## config.mk

```make
export PLATFORM = sky130hd
export DESIGN_NAME = hyp_tlb_inv
export DESIGN_NICKNAME = d
export VERILOG_FILES = /design/src/rtl/hyp_tlb_inv.sv
export SDC_FILE = /design/constraint.sdc
export NUM_CORES = 1
export LEC_CHECK = 0
export BUFFER_PORTS_ARGS = -buffer_cell sky130_fd_sc_hd__buf_4
export CAP_MARGIN = 25
export CORE_MARGIN = 4
export CORE_UTILIZATION = 50
export CTS_CLUSTER_SIZE = 25
export DETAILED_ROUTE_END_ITERATION = 16
export PLACE_DENSITY_LB_ADDON = 0.12
export SETUP_SLACK_MARGIN = 0.2
export SYNTH_ARGS = -nofsm -noshare
export SYNTH_HDL_FRONTEND = slang
export SYNTH_SLANG_ARGS = --single-unit
export TNS_END_PERCENT = 1
```

## constraint.sdc

```tcl
create_clock -name clk -period 2.6 [get_ports clk]
set_input_delay 0.39 -clock clk [delete_from_list [all_inputs] [get_ports clk]]
set_output_delay 0.39 -clock clk [all_outputs]
set_load 0.005 [all_outputs]
```

## src/rtl/hyp_tlb_inv.sv

```systemverilog
module hyp_tlb_inv #(
  parameter int ENTRIES = 8,
  parameter int PPN_W   = 20,
  localparam int IDX_W  = (ENTRIES > 1) ? $clog2(ENTRIES) : 1,
  localparam int VPN_W  = 20
) (
  input  logic             clk,
  input  logic             rst_n,
  input  logic             fill_en,
  input  logic [IDX_W-1:0] fill_idx,
  input  logic [VPN_W-1:0] fill_vpn,
  input  logic             fill_hyp,
  input  logic             fill_last,
  input  logic [PPN_W-1:0] fill_ppn,
  input  logic [VPN_W-1:0] lk_vpn,
  input  logic             lk_hyp,
  output logic             lk_hit,
  output logic [PPN_W-1:0] lk_ppn,
  input  logic             op_valid,
  input  logic [3:0]       op_cp,
  input  logic [2:0]       op_opc1,
  input  logic [3:0]       op_crn,
  input  logic [3:0]       op_crm,
  input  logic [2:0]       op_opc2,
  input  logic [31:0]      op_data,
  input  logic [1:0]       cur_el,
  input  logic             cfg_hyp32,
  input  logic             cfg_el2_present,
  input  logic             cfg_el2_en,
  input  logic             hyp_trap_t8,
  output logic             res_done,
  output logic [1:0]       res_code,
  output logic [5:0]       res_synd
);
  localparam logic [1:0] RC_EXEC  = 2'b00;
  localparam logic [1:0] RC_TRAP  = 2'b01;
  localparam logic [1:0] RC_UNDEF = 2'b10;
  localparam logic [5:0] TRAP_SYN = 6'h03;

  logic [ENTRIES-1:0] e_valid, e_hyp, e_last, inv_hit;
  logic [VPN_W-1:0]   e_vpn [ENTRIES];
  logic [PPN_W-1:0]   e_ppn [ENTRIES];

  wire op_ours = op_valid && op_cp == 4'd15 && op_opc1 == 3'd4 &&
                 op_crn == 4'd8 && op_crm == 4'd7 && op_opc2 == 3'd5;

  logic [1:0] dec_code;
  always_comb begin
    if (!cfg_hyp32) dec_code = RC_UNDEF;
    else begin
      unique case (cur_el)
        2'd0:    dec_code = RC_UNDEF;
        2'd1:    dec_code = (cfg_el2_en && hyp_trap_t8) ? RC_TRAP : RC_UNDEF;
        2'd2:    dec_code = RC_EXEC;
        default: dec_code = cfg_el2_present ? RC_EXEC : RC_UNDEF;
      endcase
    end
  end

  wire              do_inv  = op_ours && dec_code == RC_EXEC;
  wire [VPN_W-1:0]  inv_vpn = op_data[31:12];

  for (genvar i = 0; i < ENTRIES; i++) begin : g_ent
    assign inv_hit[i] = do_inv && e_valid[i] && e_hyp[i] && e_last[i] &&
                        e_vpn[i] == inv_vpn;
    wire fill_me = fill_en && fill_idx == IDX_W'(i);

    always_ff @(posedge clk) begin
      if (!rst_n) begin
        e_valid[i] <= 1'b0;
        e_hyp[i]   <= 1'b0;
        e_last[i]  <= 1'b0;
        e_vpn[i]   <= '0;
        e_ppn[i]   <= '0;
      end else if (fill_me) begin
        e_valid[i] <= 1'b1;
        e_hyp[i]   <= fill_hyp;
        e_last[i]  <= fill_last;
        e_vpn[i]   <= fill_vpn;
        e_ppn[i]   <= fill_ppn;
      end else if (inv_hit[i]) begin
        e_valid[i] <= 1'b0;
      end
    end
  end

  always_comb begin
    lk_hit = 1'b0;
    lk_ppn = '0;
    for (int i = ENTRIES - 1; i >= 0; i--) begin
      if (e_valid[i] && e_vpn[i] == lk_vpn && e_hyp[i] == lk_hyp) begin
        lk_hit = 1'b1;
        lk_ppn = e_ppn[i];
      end
    end
  end

  always_ff @(posedge clk) begin
    if (!rst_n) begin
      res_done <= 1'b0;
      res_code <= RC_EXEC;
      res_synd <= '0;
    end else begin
      res_done <= op_ours;
      res_code <= op_ours ? dec_code : RC_EXEC;
      res_synd <= (op_ours && dec_code == RC_TRAP) ? TRAP_SYN : 6'h00;
    end
  end
endmodule


```

==> out/results.ini <==
[status]
violations=negative setup slack
status=finished with violations

[floorplanning]
chipWidth_um=201
pin_count=156
core_area_mm2=0.0366
dieArea_mm2=0.0403
num_rows=70
start_util=0.507
die_h_um=201

[logic_synthesis]
synth-warning-count=0
ys.flop_type=edfxtp_1
syn_inst=1560
async_flop_share=0
seq_area_frac_synth=0.548
yosysTopAreaCell=edfxtp_1
netlist_area_mm2=0.0186
synth_area_leaders=edfxtp_1, and2_1, xnor2_1
synth_top_area_share=0.518
syn_avg_cell_area_um2=11.9
synth_seq_cells=348
synth.distinct_cells=52
synth-edff-count=320

[layout]
nets=2041
synthToLayoutAreaGrowth_pct=28.5
drive_above_1_share=0.306
utilization=0.651
fill_cells=2852
stdcell_count=2417

[clocking]
cts_buffers=41
clock_path_buffers=3
clk_latency_ps=590
cts_root_buffer=clkbuf_16
clock_sinks=348
cts_tree=yes
htree_levels=2
cts.clk_slew.worst_paths_ps=60

[sta]
relSlewSlack=0.553
min_period_ps=3620
finalCritPeriodShare=1.39
setup-violations-final=21
rsz0062_at_grt=true
fin_tns_setup_ps=-19930
timing.fmax_ghz=0.276
slew_violations=0
layout_setup_ws_ps=-1020
worst_pin_slew_ps=665
finClkSkew_ps=26.0
hold_viol_final=0

[grt]
grt_pass1_vias=13800
grt_pass1_wl_um=97600
antenna_found_initial=2
track_usage=0.332
grt.overflow.total=0
grt_max_degree=43

[power]
irDropWorstVdd_mv=0.542
powerDensity_mw_per_mm2=603
combPwrFrac=0.132
clkPwrFrac=0.402
power.share.switching=0.263
p_int_w=0.0106
seq_power_share=0.466
p_leak_nw=9.15
switchingPower_w=0.00378

[placement]
post-place-ws_ps=-725
dp_cells=2333
portBuffers=139
place_congestion=1.01
hpwl_um=48600

[setup_path]
worstReg2RegEnd=e_valid[6]
endpoint_kind=output port
required_ps=2210
worstSetupStartpointType=register
worst-r2r-cell-count=7
r2r_setup_slack_ps=230
rr_startpoint=e_vpn[1][54]
path_class=register to output port
startpoint=e_vpn[1][27]
cp.arrival_ps=3230
worst-path-max-fanout=10
endpoint=lk_ppn[14]

[routing]
wire_per_inst_um=28.2
drtIter0Drc=1560
wl_um=68200
vias=14100
first_pass_iters=6
antenna_left=0
drc=0
drt-vias-per-instance=5.82

[run]
cap_violations=0

[worst_hold_path]
min_path_type=primary input to register

kinds of logic after synthesis:
| group | count (synthesis) | share of synthesized area |
|---|---|---|
| AOI/OAI and AO/OA | 147 | 0.0593 |
| xor gates and xnor gates | 328 | 0.157 |
| buffers and inverters | 146 | 0.0411 |
| DFF | 348 | 0.548 |
| other | 1 | 0.000202 |
| and+or+nand+nor | 590 | 0.194 |
worst min path at each step:
stage | slack [ps] | cells after the start | end | from
CTS | 0.05 | 2 | res_code[1] | cfg_hyp32
finish | 3 | 2 | res_code[1] | cfg_hyp32
detailed placement | 470 | 1 | e_last[0] | e_last[0]
global route | 30 | 2 | res_code[1] | cfg_hyp32
floorplan | 450 | 1 | e_last[0] | e_last[0]
global placement | 460 | 1 | e_last[6] | e_last[6]
state kept, by name, indices dropped and copies added (netlist names):
register	flops
e_hyp	8
e_last	8
e_ppn	160
e_valid	8
e_vpn	160
res_code	2
res_done	1
res_synd	1
metal layers:
layer,vias up,share of wire,global-route usage
li1,6190,-,-
met1,7042,0.44,0.496
met2,732,0.43,0.494
met3,110,0.10,0.0693
met4,0,0.028,0.0954
met5,-,0,0
cell type report:
class | instances | area [µm²] | share of cell area
clock buffers | 47 | 1080 | 0.0453
multi-input cells | 1069 | 8040 | 0.337
clock inverters | 29 | 260 | 0.0109
diodes | 1 | 2.50 | 0.000105
inverters | 32 | 120 | 0.00504
well taps | 468 | 586 | 0.0246
repair buffers | 423 | 3590 | 0.150
flip-flops and latches | 348 | 10200 | 0.427
layout by cell type (no fill, tap or decap), types with 4 or more instances in the layout:
cell type / synthesis / routed
clkinv_1: 0 / 9
buf_4: 10 / 388
nor4_4: 2 / 10
o211ai_1: 9 / 9
xor2_2: 4 / 6
edfxtp_1: 320 / 320
inv_2: 0 / 8
o21a_1: 8 / 8
nand2_1: 30 / 30
or2_2: 19 / 19
conb_1: 1 / 4
clkinv_4: 0 / 4
o21ai_0: 28 / 27
nor2_1: 31 / 21
nor4_2: 3 / 21
a21oi_1: 40 / 39
dfxtp_1: 28 / 28
xor2_1: 152 / 150
nand3b_1: 4 / 4
clkbuf_16: 0 / 42
a22o_1: 16 / 16
inv_1: 32 / 24
nor4_1: 61 / 35
nor2_4: 0 / 8
nor3_1: 21 / 12
o32a_1: 19 / 19
nand4_1: 55 / 55
and2_2: 5 / 5
or4_1: 9 / 9
xnor2_1: 170 / 166
clkbuf_1: 67 / 4
clkinv_2: 0 / 7
and2_1: 335 / 335
xnor2_2: 2 / 6
nor3_2: 0 / 9
buf_12: 0 / 31
a221oi_1: 9 / 9
nand3_1: 6 / 6
a221oi_2: 10 / 10
repair_timing:
action                                 in CTS  in global routing
pin swaps                                  23                 11
hold buffers                                1                  0
setup endpoints to repair                  21                 26
resized for setup                          31                 10
endpoints found under the hold margin       1                  0
gates cloned                                1                  0
buffers inserted                            5                  0
Yosys cell counts (8+ instances only):
cell type  count
nor2_1        31
o32a_1        19
a22o_1        16
xor2_1       152
or4_1          9
nor4_1        61
buf_2          9
a221oi_2      10
a221oi_1       9
or2_2         19
nand4_1       55
o211ai_1       9
inv_1         32
nor3_1        21
nand2_1       30
buf_4         10
and2_1       335
a21oi_1       40
o21a_1         8
edfxtp_1     320
buf_6         16
clkbuf_1      67
dfxtp_1       28
o21ai_0       28
xnor2_1      170
worst max-delay path, stage by stage (launching register included):
cell and delay, ps:
edfxtp_1 510, xor2_1 220, nor4_1 300, buf_4 170
nand4_1 180, buf_6 220, nor3_4 200, buf_4 150
buf_12 140, a221oi_2 50, nor3_2 210, o32a_1 200
buf_4 110
power groups by stage:
| stage | Sequential, W | Combinational (W) | Clock [W] |
|---|---|---|---|
| final | 0.00671 | 0.00190 | 0.00578 |
| after floorplan | 0.00675 | 0.000803 | 0 |
| after detailed placement | 0.00681 | 0.00183 | 0 |
| after CTS | 0.00670 | 0.00185 | 0.00581 |
| after global placement | 0.00680 | 0.00182 | 0 |
| after global routing | 0.00674 | 0.00196 | 0.00606 |
per-stage QoR:
step	hold WS, ps	cell area, µm²	total power (W)
6_report	3.22	23800	0.0144
2_1_floorplan	449	18800	0.00756
3_3_place_gp	463	22200	0.00863
4_1_cts	0.0523	23800	0.0144
3_5_place_dp	467	22200	0.00864
5_1_grt	31.0	23800	0.0148
Power figures use the tool's default switching activity.
